$ cat src/rtl/pin_expander_pkg.sv
package pin_expander_pkg;
  localparam int unsigned PINS = 8;
  localparam int unsigned SEL_W = 2;

  typedef enum logic [SEL_W-1:0] {
    SEL_INPUT  = 2'd0,
    SEL_OUTPUT = 2'd1,
    SEL_POLAR  = 2'd2,
    SEL_DIR    = 2'd3
  } reg_sel_e;

  localparam logic [PINS-1:0] RST_OUTPUT = '1;
  localparam logic [PINS-1:0] RST_POLAR  = '0;
  localparam logic [PINS-1:0] RST_DIR    = '1;
  localparam logic [PINS-1:0] RST_INPUT  = '1;
  localparam logic [PINS-1:0] RST_EXT    = '1;
endpackage

$ cat src/rtl/pin_expander_sync.sv
module pin_expander_sync #(
  parameter int unsigned WIDTH  = 8,
  parameter int unsigned STAGES = 2,
  parameter logic [WIDTH-1:0] RST_VAL = '1
) (
  input  logic             clk,
  input  logic             rst_n,
  input  logic [WIDTH-1:0] async_in,
  output logic [WIDTH-1:0] sync_out
);
  logic [WIDTH-1:0] stage_q [STAGES];

  for (genvar s = 0; s < STAGES; s++) begin : g_stage
    if (s == 0) begin : g_first
      always_ff @(posedge clk or negedge rst_n) begin
        if (!rst_n) stage_q[s] <= RST_VAL;
        else        stage_q[s] <= async_in;
      end
    end else begin : g_next
      always_ff @(posedge clk or negedge rst_n) begin
        if (!rst_n) stage_q[s] <= RST_VAL;
        else        stage_q[s] <= stage_q[s-1];
      end
    end
  end

  assign sync_out = stage_q[STAGES-1];
endmodule

$ cat src/rtl/pin_expander_regs.sv
module pin_expander_regs
  import pin_expander_pkg::*;
#(
  parameter int unsigned DW = PINS
) (
  input  logic          clk,
  input  logic          rst_n,
  input  logic          bus_evt,
  input  logic          rx_valid,
  output logic          rx_ready,
  input  logic [DW-1:0] rx_data,
  output logic [DW-1:0] ptr_q,
  output logic          have_ptr_q,
  output logic [DW-1:0] out_q,
  output logic [DW-1:0] pol_q,
  output logic [DW-1:0] dir_q
);
  logic     take;
  reg_sel_e sel;

  assign rx_ready = ~bus_evt;
  assign take     = rx_valid & rx_ready;
  assign sel      = reg_sel_e'(ptr_q[SEL_W-1:0]);

  always_ff @(posedge clk or negedge rst_n) begin
    if (!rst_n) begin
      ptr_q      <= '0;
      have_ptr_q <= 1'b0;
    end else if (bus_evt) begin
      have_ptr_q <= 1'b0;
    end else if (take && !have_ptr_q) begin
      ptr_q      <= rx_data;
      have_ptr_q <= 1'b1;
    end
  end

  always_ff @(posedge clk or negedge rst_n) begin
    if (!rst_n) begin
      out_q <= RST_OUTPUT;
      pol_q <= RST_POLAR;
      dir_q <= RST_DIR;
    end else if (take && have_ptr_q) begin
      case (sel)
        SEL_OUTPUT: out_q <= rx_data;
        SEL_POLAR:  pol_q <= rx_data;
        SEL_DIR:    dir_q <= rx_data;
        default:    ;
      endcase
    end
  end
endmodule

$ cat src/rtl/pin_expander_resolve.sv
module pin_expander_resolve
  import pin_expander_pkg::*;
#(
  parameter int unsigned NPIN = PINS
) (
  input  logic            clk,
  input  logic            rst_n,
  input  logic [NPIN-1:0] out_q,
  input  logic [NPIN-1:0] dir_q,
  input  logic [NPIN-1:0] ext_sync,
  output logic [NPIN-1:0] in_q
);
  for (genvar p = 0; p < NPIN; p++) begin : g_pin
    logic drive;
    logic level_nxt;
    assign drive     = dir_q[p] | out_q[p];
    assign level_nxt = drive ? ext_sync[p] : 1'b0;

    always_ff @(posedge clk or negedge rst_n) begin
      if (!rst_n)                    in_q[p] <= RST_INPUT[p];
      else if (level_nxt != in_q[p]) in_q[p] <= level_nxt;
    end
  end
endmodule

$ cat src/rtl/pin_expander.sv
module pin_expander
  import pin_expander_pkg::*;
#(
  parameter int unsigned NPIN        = PINS,
  parameter int unsigned SYNC_STAGES = 2
) (
  input  logic            clk,
  input  logic            rst_n,
  input  logic            bus_evt,
  input  logic            rx_valid,
  output logic            rx_ready,
  input  logic [NPIN-1:0] rx_data,
  input  logic            rd_req,
  output logic [NPIN-1:0] rd_data,
  input  logic [NPIN-1:0] ext_level,
  output logic [NPIN-1:0] pin_level
);
  logic [NPIN-1:0] ptr_reg;
  logic            have_ptr;
  logic [NPIN-1:0] out_reg;
  logic [NPIN-1:0] pol_reg;
  logic [NPIN-1:0] dir_reg;
  logic [NPIN-1:0] in_reg;
  logic [NPIN-1:0] ext_sync;
  logic [NPIN-1:0] sel_val;

  pin_expander_sync #(
    .WIDTH  (NPIN),
    .STAGES (SYNC_STAGES),
    .RST_VAL(RST_EXT)
  ) u_sync (
    .clk     (clk),
    .rst_n   (rst_n),
    .async_in(ext_level),
    .sync_out(ext_sync)
  );

  pin_expander_regs #(.DW(NPIN)) u_regs (
    .clk       (clk),
    .rst_n     (rst_n),
    .bus_evt   (bus_evt),
    .rx_valid  (rx_valid),
    .rx_ready  (rx_ready),
    .rx_data   (rx_data),
    .ptr_q     (ptr_reg),
    .have_ptr_q(have_ptr),
    .out_q     (out_reg),
    .pol_q     (pol_reg),
    .dir_q     (dir_reg)
  );

  pin_expander_resolve #(.NPIN(NPIN)) u_resolve (
    .clk     (clk),
    .rst_n   (rst_n),
    .out_q   (out_reg),
    .dir_q   (dir_reg),
    .ext_sync(ext_sync),
    .in_q    (in_reg)
  );

  always_comb begin
    case (reg_sel_e'(ptr_reg[SEL_W-1:0]))
      SEL_INPUT:  sel_val = in_reg ^ pol_reg;
      SEL_OUTPUT: sel_val = out_reg;
      SEL_POLAR:  sel_val = pol_reg;
      default:    sel_val = dir_reg;
    endcase
  end

  assign rd_data   = rd_req ? sel_val : '0;
  assign pin_level = in_reg;
endmodule

$ cat config.mk
export PLATFORM = sky130hd
export DESIGN_NAME = pin_expander
export DESIGN_NICKNAME = d
export VERILOG_FILES = /design/src/rtl/pin_expander_pkg.sv /design/src/rtl/pin_expander_sync.sv /design/src/rtl/pin_expander_regs.sv /design/src/rtl/pin_expander_resolve.sv /design/src/rtl/pin_expander.sv
export SDC_FILE = /design/constraint.sdc
export NUM_CORES = 1
export LEC_CHECK = 0
export BUFFER_PORTS_ARGS = -buffer_cell sky130_fd_sc_hd__buf_4
export CAP_MARGIN = 10
export CORE_ASPECT_RATIO = 1.2
export CORE_MARGIN = 3
export CORE_UTILIZATION = 51
export DETAILED_ROUTE_END_ITERATION = 12
export GPL_TIMING_DRIVEN = 0
export PLACE_DENSITY = 0.72
export SYNTH_ARGS = -nofsm -noshare
export SYNTH_HDL_FRONTEND = slang
export SYNTH_SLANG_ARGS = --single-unit
$ cat constraint.sdc
create_clock -name clk -period 1.8 [get_ports clk]
set_input_delay 0.18 -clock clk [delete_from_list [all_inputs] [get_ports clk]]
set_output_delay 0.18 -clock clk [all_outputs]
set_load 0.01 [all_outputs]
* Yosys cells after proc, flatten, opt, wreduce, memory -nomap -nowiden
Cells that the tools add are included.
** Word-level totals
- Bits in registers :: 51
- Input bits :: 21
- Output and inout bits :: 17
** Operators by class
- Equality and inequality tests :: 11
- Multiplexer cells :: 12
- Bitwise operators :: 11
- Reduce and logical (&&, ||, !) cells :: 9
** Operator list (number)
- $pmux W8 S3 :: 1
- $mux W1 :: 10
- $mux W8 :: 1
- $ne A1 B1 Y1 :: 8
- $or A1 B1 Y1 :: 8
- $reduce_and A2 Y1 :: 4
- $xor A8 B8 Y8 :: 1
- $eq A2 B2 Y1 const B :: 2
- $eq A2 B1 Y1 const B :: 1
- $logic_and A1 B1 Y1 :: 2
- $logic_not A2 Y1 :: 1
- $reduce_bool A2 Y1 :: 1
- $and A1 B1 Y1 :: 1
- $logic_not A1 Y1 :: 1
- $not A1 Y1 :: 1

* Longest topological paths before layout
Gate-level depths: netlist (run 1).
- Depth in word-level cells :: 5
- Gate-level depth with buffers :: 5
- Mapped depth without buffers :: 3

* By module
A second synthesis (run 1) with hierarchy kept.
** Unflattened totals
- Cells, all modules :: 171
- Area, all modules :: 2459.9 sq um
** By module, submodules not included
- pin_expander_regs :: instances 1, cells each 77, area each 1317.5 sq um, seq. area each 845.8 sq um
- pin_expander_sync :: instances 1, cells each 24, area each 480.5 sq um, seq. area each 420.4 sq um
- pin_expander :: instances 1, cells each 54, area each 391.6 sq um, seq. area each 0.0 sq um
- pin_expander_resolve :: instances 1, cells each 16, area each 270.3 sq um, seq. area each 210.2 sq um

* Worst setup path after synthesis (run 1)
OpenSTA, ideal clock, no wires.
- Path kind :: reg-to-output
- Start point :: reg u_regs.ptr_q[1]
- End point :: out rd_data[6]
- Arrival time :: 1149 ps
- Path slack :: 471 ps
- Cell stages (with the launch flop) :: 5
- Path buffers :: 2
- Path through :: dfrtp_1 -> buf_4 -> clkbuf_1 -> a21oi_1 -> a211oi_1
** Between the ends
- Word-level cells in the longest chain between the ends :: 3
- Elaborated cells between the ends (all ways) :: 5
** Ends and longest elaborated chain
- from (decl) :: RTL line pin_expander_regs.sv:12 : output logic [DW-1:0] ptr_q,
- from (signal assigned) :: RTL line pin_expander_regs.sv:32 : ptr_q <= rx_data;
- $eq A2 B2 Y1, or another cell as far along :: RTL line pin_expander.sv:62 : case (reg_sel_e'(ptr_reg[SEL_W-1:0]))
- $pmux W8 S3 * :: RTL line pin_expander.sv:62
- $mux W8 * :: RTL line pin_expander.sv:70 : assign rd_data = rd_req ? sel_val : '0;
- to (decl) :: RTL line pin_expander.sv:14 : output logic [NPIN-1:0] rd_data,
Mark *: on every way between the ends. The rest lies on a longest branch, timed or not.

* Worst setup path after layout (run 1)
- Start point :: reg u_regs.ptr_q[0]
- End point :: out rd_data[5]
Same word-level chain as after synthesis.

==> metrics.cfg, run 1 <==
[die]
io_pins=38
die_w_um=66.17
dieArea_mm2=0.005175
die_h_um=78.21
core_mm2=0.004066
num_rows=25
start_util=0.5449

[setup_path]
rrSetupSlack_ns=0.27
critPathArrivalTime_ns=1.52
start_kind=flop
crit_chain=buf_6 > buf_12 > nand3b_1 > a21oi_1 > a211oi_2 > buf_4
critPathLaunch=u_regs.ptr_q[0]$_DFFE_PN0P_
reg2reg_to=u_regs.pol_q[2]$_DFFE_PN0P_
cp_slowest_stage_delay_ns=0.38
r2r_start=u_regs.ptr_q[0]$_DFFE_PN0P_
worstSetupPathType=flop to primary output
cp.depth=6
rr_worst_depth=5
path_buf_inv=3
cpMaxStageDelayCell=dfrtp_1
crit_family=buffers and inverters
critPathRequiredTime_ns=1.62
crit_end=rd_data[5]
critPathMaxFanout=10
end_kind=primary output

[clocking]
htree_levels=2
clk_latency_ns=0.30
root_buffer=clkbuf_8
tritoncts.num_buffers=5
cts.sinks=51
cts_tree=yes
clk_pin_slew_ns=0.09
clock_path_buffers=2

[route]
drt_iter0_markers=73
avgViaCountPerCell=5.413
drcViolationCount=0
avgRoutedWirePerCell_um=17.87
drtAntennaViolNets=0
dr.pass1.iters=4
wl_mm=4.628
dr_total_vias=1402

[sta]
hold_viol_final=0
maxSlewHeadroom=0.5968
min_period_over_period=0.9468
rsz0062_at_grt=no
tns_ns=0
fin_skew_ns=0.001586
whs_ns=0.05734
fmax_mhz=586.7
tightest_slew_ns=0.6048
min_period_ns=1.704
drv_slew=0
setup_viol=0

[pwr]
p_total_uw=3516
cellPowerDensity_mw_per_mm2=1254
leakagePower_uw=0.001203
peakVddDrop_uv=635.8

[synth]
netlist-cell-type-count=22
yosysWarnings=0
synth_cells=150
synth_area_leaders=dfstp_2 47%, dfrtp_1 12%, mux2_4 11%
syn_area_per_cell_um2=14.77
seq_area_frac_synth=0.5985
synth_top_area_cell=dfstp_2
synth_top_area_frac=0.4743
syn_area_mm2=0.002216
syn_nets=171
ys_ff_latch=51

[placed_design]
portBuffers=36
dpl_cell_area_mm2=0.002554
hpwlAfterDp_mm=3.057
placed_cells=240
place.gp.congestion=0.7684

[global_route]
met2_usage=0.3337
antenna_found_initial=0
grt_max_degree=52
overflow=0
grt_pass1_wl_mm=7.541
grt-busiest-layer=met2
grtUsageMet1=0.2424
grt_use_met3=0.04435
grt_pass1_vias=1490
grt_usage=0.1962

[cells_and_area]
nNetsFinal=225
drive_gt1_frac=0.6195
seq_area_mm2=0.001326
design_area_mm2=0.002804
diodes=0
area_growth_pct=26.54
fillers=311
finalNonFillerCells=259
multiInputGateArea_um2=850.8

[min_path]
holdCritStartpoint=bus_evt
min_path_type=input pin to flop

[status]
outcome=completed

[flow_run]
max_cap_viol_count=0

kinds of logic after synthesis:
group                  after synthesis  synth area share
muxes                               34            0.1954
DFF                                 51            0.5985
buffers and inverters               10           0.02992
AOI/OAI and AO/OA                   32           0.09938
and+or+nand+nor                     23           0.07680
state kept, by name (all words and copies together), names as in the netlist:
name / flops
u_regs.out_q: 8
u_resolve.in_q: 8
u_regs.have_ptr_q: 1
u_regs.dir_q: 8
u_sync.stage_q: 8
u_regs.ptr_q: 2
u_regs.pol_q: 8
u_sync.sync_out: 8
what timing repair did:
| item | CTS | global route |
|---|---|---|
| pin swaps | 0 | 1 |
| endpoints found under the hold margin | 19 | 0 |
| hold buffers | 9 | 0 |
| gates resized for setup | 6 | 11 |
| setup endpoints to repair | 5 | 8 |
| setup buffers | 0 | 2 |
power by group:
| part | total (uW) | switching, uW | internal [uW] | leakage, uW |
|---|---|---|---|---|
| clock network | 636 | 364 | 272 | 0.0000412 |
| logic | 1040 | 408 | 629 | 0.000606 |
| registers | 1840 | 253 | 1590 | 0.000556 |
synth_stat cells:
library cell / count
clkbuf_1: 1
mux2_2: 10
o31ai_1: 8
nor2_1: 2
o21a_1: 8
buf_6: 2
nand4_2: 1
buf_4: 3
dfrtp_1: 11
nand3b_1: 8
mux2i_1: 8
a21oi_1: 8
mux2_4: 16
inv_1: 1
buf_1: 1
nand2b_1: 8
a211oi_1: 8
nor2b_1: 1
and4b_1: 2
nor2b_4: 1
dfstp_2: 40
buf_2: 2
stage by stage:
stage               setup WS [ns]    util
floorplan                  0.4714       -
global placement           0.1686  0.6280
detailed placement         0.1479  0.6280
CTS                      0.004967  0.6754
global route              0.01682  0.6895
finish                    0.09569  0.6895
cell type report:
cell class | instances | area share
Buffer | 9 | 0.03391
Clock buffer | 6 | 0.02588
Clock inverter | 2 | 0.004462
Inverter | 1 | 0.001339
Multi-Input combinational cell | 89 | 0.3034
Sequential cell | 51 | 0.4730
Tap cell | 54 | 0.02410
Timing Repair Buffer | 47 | 0.1339
how the worst min path moves through the flow:
| stage | depth (start not counted) | to |
|---|---|---|
| finish | 2 | u_regs.have_ptr_q$_DFFE_PN0P_ |
| global placement | 1 | u_regs.have_ptr_q$_DFFE_PN0P_ |
| floorplan | 0 | u_regs.have_ptr_q$_DFFE_PN0P_ |
| detailed placement | 1 | u_regs.have_ptr_q$_DFFE_PN0P_ |
| CTS | 2 | u_regs.have_ptr_q$_DFFE_PN0P_ |
| global route | 2 | u_regs.have_ptr_q$_DFFE_PN0P_ |
layout by cell type (no fill, tap or decap):
master         Yosys  layout
buf_12             0       1
a21oi_1            8       6
mux2i_1            8       8
dlygate4sd3_1      0       9
clkbuf_8           0       5
mux2_4            16      16
dfstp_2           40      40
a211oi_2           0       3
inv_1              1       1
nand2b_1           8       8
clkinv_2           0       1
o31ai_2            0       1
nor2_1             2       2
clkinvlp_4         0       1
dfrtp_1           11      11
o31ai_1            8       7
nor2b_1            1       1
a21oi_2            0       2
clkbuf_1           1       1
nand3b_1           8       8
mux2_2            10      10
o21a_1             8       8
nand4_2            1       1
nor2b_4            1       1
buf_4              3      40
buf_6              2       5
a211oi_1           8       5
buf_1              1       1
and4b_1            2       2
metal layers:
layer  wire [um]  vias up
met3         160        8
met5           0        -
met1        1973      720
met2        2419       27
met4          74        0
li1            -      647
Note: power is estimated with default switching activity, not from simulation.
==> run 2: changes to the inputs <==
- CELL_PAD_IN_SITES_DETAIL_PLACEMENT: default -> 2
- CELL_PAD_IN_SITES_GLOBAL_PLACEMENT: default -> 2
- CORE_UTILIZATION: 51 -> 38
- PLACE_DENSITY: 0.72 -> 0.75
==> run 2 against run 1 <==
  * Final area grew 3.9%
  * Wire length grew 22%
  * Worst setup slack lost 0.050 ns
  * Register-to-register slack gained 0.11 ns
  * Critical path type unchanged
  * Largest power group unchanged
==> metrics.cfg, run 2 (synthesis results as in run 1) <==
[cells_and_area]
final_cell_mix=40 x buf_4, 40 x dfstp_2, 16 x mux2_4, 11 x dfrtp_1, 10 x mux2_2
drive_gt1_frac=0.6602  ; +0.04068
fin_util=0.5319  ; -0.1577
area_growth_pct=31.51
diodes=0  ; unchanged
nNetsFinal=226  ; +0.44%

[clocking]
htree_levels=2  ; unchanged
cts_tree=yes
clk_latency_ns=0.31  ; about the same
clk_pin_slew_ns=0.10  ; about the same
clock_path_buffers=2  ; unchanged
root_buffer=clkbuf_8
tritoncts.num_buffers=5  ; unchanged
cts.sinks=51  ; unchanged

[setup_path]
r2r_start=u_regs.ptr_q[0]$_DFFE_PN0P_
crit_end=rd_data[4]
critPathLaunch=u_regs.ptr_q[0]$_DFFE_PN0P_
critPathArrivalTime_ns=1.57  ; +0.05 ns
worstSetupPathType=flop to primary output
critPathMaxFanout=10  ; unchanged
critPathRequiredTime_ns=1.62  ; about the same
start_kind=flop
rrSetupSlack_ns=0.38  ; +0.11 ns
reg2reg_to=u_regs.dir_q[7]$_DFFE_PN1P_
end_kind=primary output
rr_worst_depth=4  ; -1

[global_route]
overflow=0  ; unchanged
grt_pass1_vias=1704  ; +14%
grt_usage=0.1796  ; -0.01659
grt_pass1_wl_mm=8.845  ; +17%
grt_max_degree=52  ; unchanged
antenna_found_initial=0  ; unchanged

[route]
avgViaCountPerCell=5.170  ; -4.5%
dr.pass1.iters=4  ; unchanged
drt_iter0_markers=49  ; -33%
drcViolationCount=0  ; unchanged
avgRoutedWirePerCell_um=19.90  ; +11%
top_layer=met4
wl_met2_mm=3.147  ; +30%
dr_total_vias=1463  ; +4.4%
drtAntennaViolNets=0  ; unchanged
wl_met3_um=178  ; +11%
wl_mm=5.631  ; +22%
m1WireLength_mm=2.238  ; +13%

[die]
start_util=0.4044  ; -0.1405
io_pins=38  ; unchanged
core_mm2=0.005479  ; +35%
dieArea_mm2=0.006787  ; +31%
die_h_um=89.65  ; +15%
die_w_um=75.71  ; +14%
num_rows=29  ; +16%

[pwr]
p_comb_frac=0.290  ; -0.005
p_total_uw=3819  ; +8.6%
power.internal_uw=2695  ; +8.2%
cellPowerDensity_mw_per_mm2=1311  ; +4.5%
clkPwrFrac=0.219  ; +0.038
peakVddDrop_uv=765.4  ; +20%
p_sw_uw=1124  ; +9.7%
leakagePower_uw=0.001233  ; +2.5%
seqPwrFrac=0.491  ; -0.033
swShare=0.2944  ; +0.002891

[flow_run]
max_cap_viol_count=0  ; unchanged

[sta]
drv_slew=0  ; unchanged
fmax_mhz=570.2  ; -2.8%
tightest_slew_ns=0.6333  ; +0.02855 ns
setup_viol=0  ; unchanged
min_period_ns=1.754  ; +0.04952 ns
maxSlewHeadroom=0.5778  ; -0.01904
hold_viol_final=0  ; unchanged
min_period_over_period=0.9743  ; +0.02751
fin_skew_ns=0.01068  ; +0.009091 ns

[placed_design]
hpwlAfterDp_mm=3.666  ; +20%
place.gp.congestion=0.7518  ; -2.2%
portBuffers=36  ; unchanged

[min_path]
min_path_type=input pin to flop

[status]
outcome=completed

-- run 2: cell types whose count changed in the layout (fill, tap and decap cells not counted), moves of 2 or more --
cell	delta
o31ai_2	+4
o31ai_1	-4
a211oi_1	-2
a211oi_2	+2
-- run 2: power groups by stage --
stage / Clock (uW) / Combinational (uW) / Sequential, uW
after floorplan: 0 / 626 / 1800
after global placement: 0 / 926 / 1820
after detailed placement: 0 / 976 / 1870
after CTS: 854 / 1030 / 1860
after global routing: 917 / 1200 / 1930
final: 838 / 1110 / 1880
-- run 2: worst max-delay path, cell delays in order (launching register included) --
cell and delay [ns]:
dfrtp_1 0.39, buf_6 0.14, buf_12 0.15, mux2i_1 0.14
a211oi_2 0.28, buf_4 0.17
-- run 2: per-layer routing --
metal / GRT usage / vias to the layer above
met5: 0 / -
met4: 0.05246 / 0
met3: 0.03341 / 7
met2: 0.3181 / 31
met1: 0.2206 / 767
li1: - / 658
-- run 2: cell type report --
class | instances | area, um^2
plain buffers | 9 | 102.6
clock buffers | 6 | 82.58
flip-flops and latches | 51 | 1326
repair buffers | 48 | 382.9
multi-input cells | 89 | 884.6
clock inverters | 2 | 35.03
inverters | 1 | 3.754
fillers | 516 | 2565
well taps | 77 | 96.34
-- run 2: how the worst min path moves through the flow --
stage,end,depth (start not counted),from
after floorplan,u_regs.have_ptr_q$_DFFE_PN0P_,0,rst_n
after global placement,u_regs.pol_q[3]$_DFFE_PN0P_,1,rst_n
after detailed placement,u_regs.pol_q[2]$_DFFE_PN0P_,1,rst_n
after CTS,u_regs.have_ptr_q$_DFFE_PN0P_,2,bus_evt
after global routing,u_regs.have_ptr_q$_DFFE_PN0P_,2,bus_evt
final,u_regs.have_ptr_q$_DFFE_PN0P_,2,bus_evt
-- run 2: what timing repair did --
action,4_1_cts,5_1_grt
endpoints found under the setup margin,8,8
hold buffers,9,0
gates resized for setup,10,16
pin swaps,0,3
buffers inserted,0,3
hold endpoints to repair,19,0
gates cloned,0,0
-- run 2: per-stage QoR --
step | setup WS, ns | setup TNS, ns | cells | cell area [um^2] | hold slack, ns
after global placement | 0.1713 | 0 | 263 | 2582 | 0.2339
after detailed placement | 0.1324 | 0 | 263 | 2582 | 0.2469
after floorplan | 0.4714 | 0 | 150 | 2216 | -0.1156
final | 0.04618 | 0 | 283 | 2914 | 0.04876
after global routing | -0.04580 | -0.05988 | 283 | 2914 | 0.04725
after CTS | -0.01637 | -0.06091 | 280 | 2828 | 0.04923
==> run 3: changes to the inputs <==
--- a/config.mk
+++ b/config.mk
@@ -16,4 +16,5 @@
 export GPL_TIMING_DRIVEN = 0
 export PLACE_DENSITY = 0.75
+export SLEW_MARGIN = 10
 export SYNTH_ARGS = -nofsm -noshare
 export SYNTH_HDL_FRONTEND = slang
==> constraint.sdc (replaced) <==
create_clock -name clk -period 1.71 [get_ports clk]
set_input_delay 0.171 -clock clk [delete_from_list [all_inputs] [get_ports clk]]
set_output_delay 0.171 -clock clk [all_outputs]
set_load 0.05 [all_outputs]
==> run 3 against run 2 <==
  * Global-route usage up 1.8 points
  * Sequential cell count is the same
  * The run now ends with negative setup slack left
  * Utilization increased by 0.91 points
  * Count of clock-buffer cells in the layout is 1 higher
  * Combinational power up 41%
  * Critical path depth did not move
  * Non-clock buffer count is the same
  * Wire length rose by 5.2%
  * Die area stayed put
  * First-iteration DRC count is 67% lower
  * Register-to-register slack lost 0.25 ns
  * Critical path type unchanged
  * Largest power group unchanged
==> metrics.cfg, run 3 (synthesis results as in run 1) <==
[die]
core_mm2=0.005479  ; unchanged
io_pins=38  ; unchanged
dieArea_mm2=0.006787  ; unchanged
die_h_um=89.65  ; unchanged
start_util=0.4044  ; unchanged
num_rows=29  ; unchanged
die_w_um=75.71  ; unchanged

[pwr]
p_total_uw=4290  ; +12%
p_sw_uw=1501  ; +34%
cellPowerDensity_mw_per_mm2=1447  ; +10%
leakagePower_uw=0.001238  ; +0.44%
p_comb_frac=0.363  ; +0.073
power.internal_uw=2789  ; +3.5%
peakVddDrop_uv=733.9  ; -4.1%
swShare=0.3499  ; +0.05549
seqPwrFrac=0.460  ; -0.031
clkPwrFrac=0.177  ; -0.042

[route]
avgViaCountPerCell=5.067  ; -2.0%
dr.pass1.iters=2  ; -2
dr_total_vias=1434  ; -2.0%
drcViolationCount=0  ; unchanged
drt_iter0_markers=16  ; -67%
avgRoutedWirePerCell_um=20.93  ; +5.2%
wl_mm=5.923  ; +5.2%
drtAntennaViolNets=0  ; unchanged

[cells_and_area]
drive_gt1_frac=0.6748  ; +0.01456
area_growth_pct=33.77
finalNonFillerCells=283  ; unchanged
final_common_cell=dfstp_2
final_cell_mix=40 x dfstp_2, 31 x buf_4, 16 x mux2_4, 12 x buf_6, 11 x dfrtp_1
nNetsFinal=226  ; unchanged
diodes=0  ; unchanged

[clocking]
clk_pin_slew_ns=0.09  ; about the same
cts.sinks=51  ; unchanged
root_buffer=clkbuf_8
clock_path_buffers=2  ; unchanged
cts_tree=yes
tritoncts.num_buffers=5  ; unchanged
clk_latency_ns=0.30  ; about the same
htree_levels=2  ; unchanged

[sta]
postLayoutSetupSlackWorst_ns=-0.05151  ; -0.09769 ns
fin_skew_ns=0.006691  ; -0.003986 ns
tightest_slew_ns=0.6356  ; +0.002266 ns
drv_slew=0  ; unchanged
setup_viol=5  ; +5
hold_viol_final=0  ; unchanged
min_period_over_period=1.030
whs_ns=0.05339  ; +0.004633 ns
rsz0062_at_grt=yes
fmax_mhz=567.7
min_period_ns=1.762
maxSlewHeadroom=0.5763  ; -0.001511

[setup_path]
crit_chain=buf_6 > buf_8 > mux2i_1 > a211oi_2 > buf_6
critPathArrivalTime_ns=1.59  ; +0.02 ns
critPathMaxFanout=10  ; unchanged
end_kind=primary output
critPathRequiredTime_ns=1.54  ; -0.08 ns
cp_slowest_stage_delay_ns=0.38  ; about the same
worstSetupPathType=flop to primary output
cpMaxStageDelayCell=dfrtp_1
worst_path_most_repeated_cell=buf_6
start_kind=flop

[global_route]
grt_pass1_wl_mm=9.597  ; +8.5%
grt_usage=0.1973  ; +0.01770
antenna_found_initial=0  ; unchanged
grt-busiest-layer=met2
grtUsageMet1=0.2398  ; +0.01921
met2_usage=0.3574  ; +0.03928
grt_max_degree=52  ; unchanged
grt_use_met3=0.04009  ; +0.006682
grt_pass1_vias=1745  ; +2.4%
overflow=0  ; unchanged

[placed_design]
portBuffers=36  ; unchanged
hpwlAfterDp_mm=3.916  ; +6.8%
place.gp.congestion=0.7510  ; -0.11%
placed_cells=263  ; unchanged

[status]
violations=negative setup slack
outcome=finished, violations left

[flow_run]
max_cap_viol_count=0  ; unchanged

[min_path]
min_path_type=input pin to flop

==> run 3: cell count changes in the layout (fill, tap and decap cells not counted), moves of 3 or more <==
cell      change
buf_4         -9
buf_6         +7
a211oi_1      -3
a211oi_2      +3
==> run 3: cell type report <==
| cell class | count | area (um^2) |
|---|---|---|
| Multi-Input combinational cell | 89 | 897.1 |
| Fill cell | 502 | 2515 |
| Clock buffer | 7 | 96.34 |
| Clock inverter | 1 | 7.507 |
| Sequential cell | 51 | 1326 |
| Timing Repair Buffer | 48 | 412.9 |
| Tap cell | 77 | 96.34 |
| Inverter | 1 | 3.754 |
| Buffer | 9 | 123.9 |
==> run 3: per-stage QoR <==
| step | area [um^2] | utilization | TNS (ns) | setup WS, ns |
|---|---|---|---|---|
| global route | 2964 | 0.5410 | -0.6283 | -0.09652 |
| global placement | 2623 | 0.4786 | -0.1922 | -0.1922 |
| CTS | 2957 | 0.5396 | -0.3062 | -0.08270 |
| finish | 2964 | 0.5410 | -0.09740 | -0.05151 |
| detailed placement | 2623 | 0.4786 | -0.5191 | -0.2424 |
| floorplan | 2256 | - | -0.1435 | -0.1435 |
==> run 3: final timing paths <==
kind                                             start                       endpoint  slack, ns  depth (start not counted)
hold / removal                                 bus_evt  u_regs.have_ptr_q$_DFFE_PN0P_       0.05                          2
hold reg to reg            u_sync.stage_q[8]$_DFF_PN1_   u_sync.sync_out[0]$_DFF_PN1_       0.36                          0
max in group asynchronous                        rst_n    u_regs.pol_q[6]$_DFFE_PN0P_       0.85                          2
setup / recovery           u_regs.ptr_q[0]$_DFFE_PN0P_                     rd_data[6]      -0.05                          5
min in group asynchronous                        rst_n    u_regs.pol_q[1]$_DFFE_PN0P_       0.44                          2
setup reg to reg           u_regs.ptr_q[0]$_DFFE_PN0P_    u_regs.pol_q[7]$_DFFE_PN0P_       0.13                          5
==> run 3: critical path: cells and delay by family (launching register included) <==
family                 cells  cell delay (ns)
AOI/OAI and AO/OA          1             0.28
buffers and inverters      3             0.50
DFF                        1             0.38
muxes                      1             0.13
==> run 3: power groups by stage <==
stage | Combinational [uW] | Clock [uW] | Sequential, uW
after detailed placement | 1400 | 0 | 1970
after floorplan | 852 | 0 | 2070
after CTS | 1570 | 778 | 1960
after global placement | 1340 | 0 | 1920
final | 1560 | 759 | 1970
after global routing | 1660 | 837 | 2030
==> run 3: layer usage <==
layer,share of wire,vias to the layer above
met4,0.0098,0
met5,0,-
met1,0.42,742
li1,-,658
met2,0.54,28
met3,0.029,6
==> run 3: timing repair <==
item                       4_1_cts  5_1_grt
hold buffers                     9        0
gates resized for setup         29        2
buffers inserted                 3        0
hold endpoints to repair        19        0
setup endpoints to repair        8        8
pin swaps                        4        9
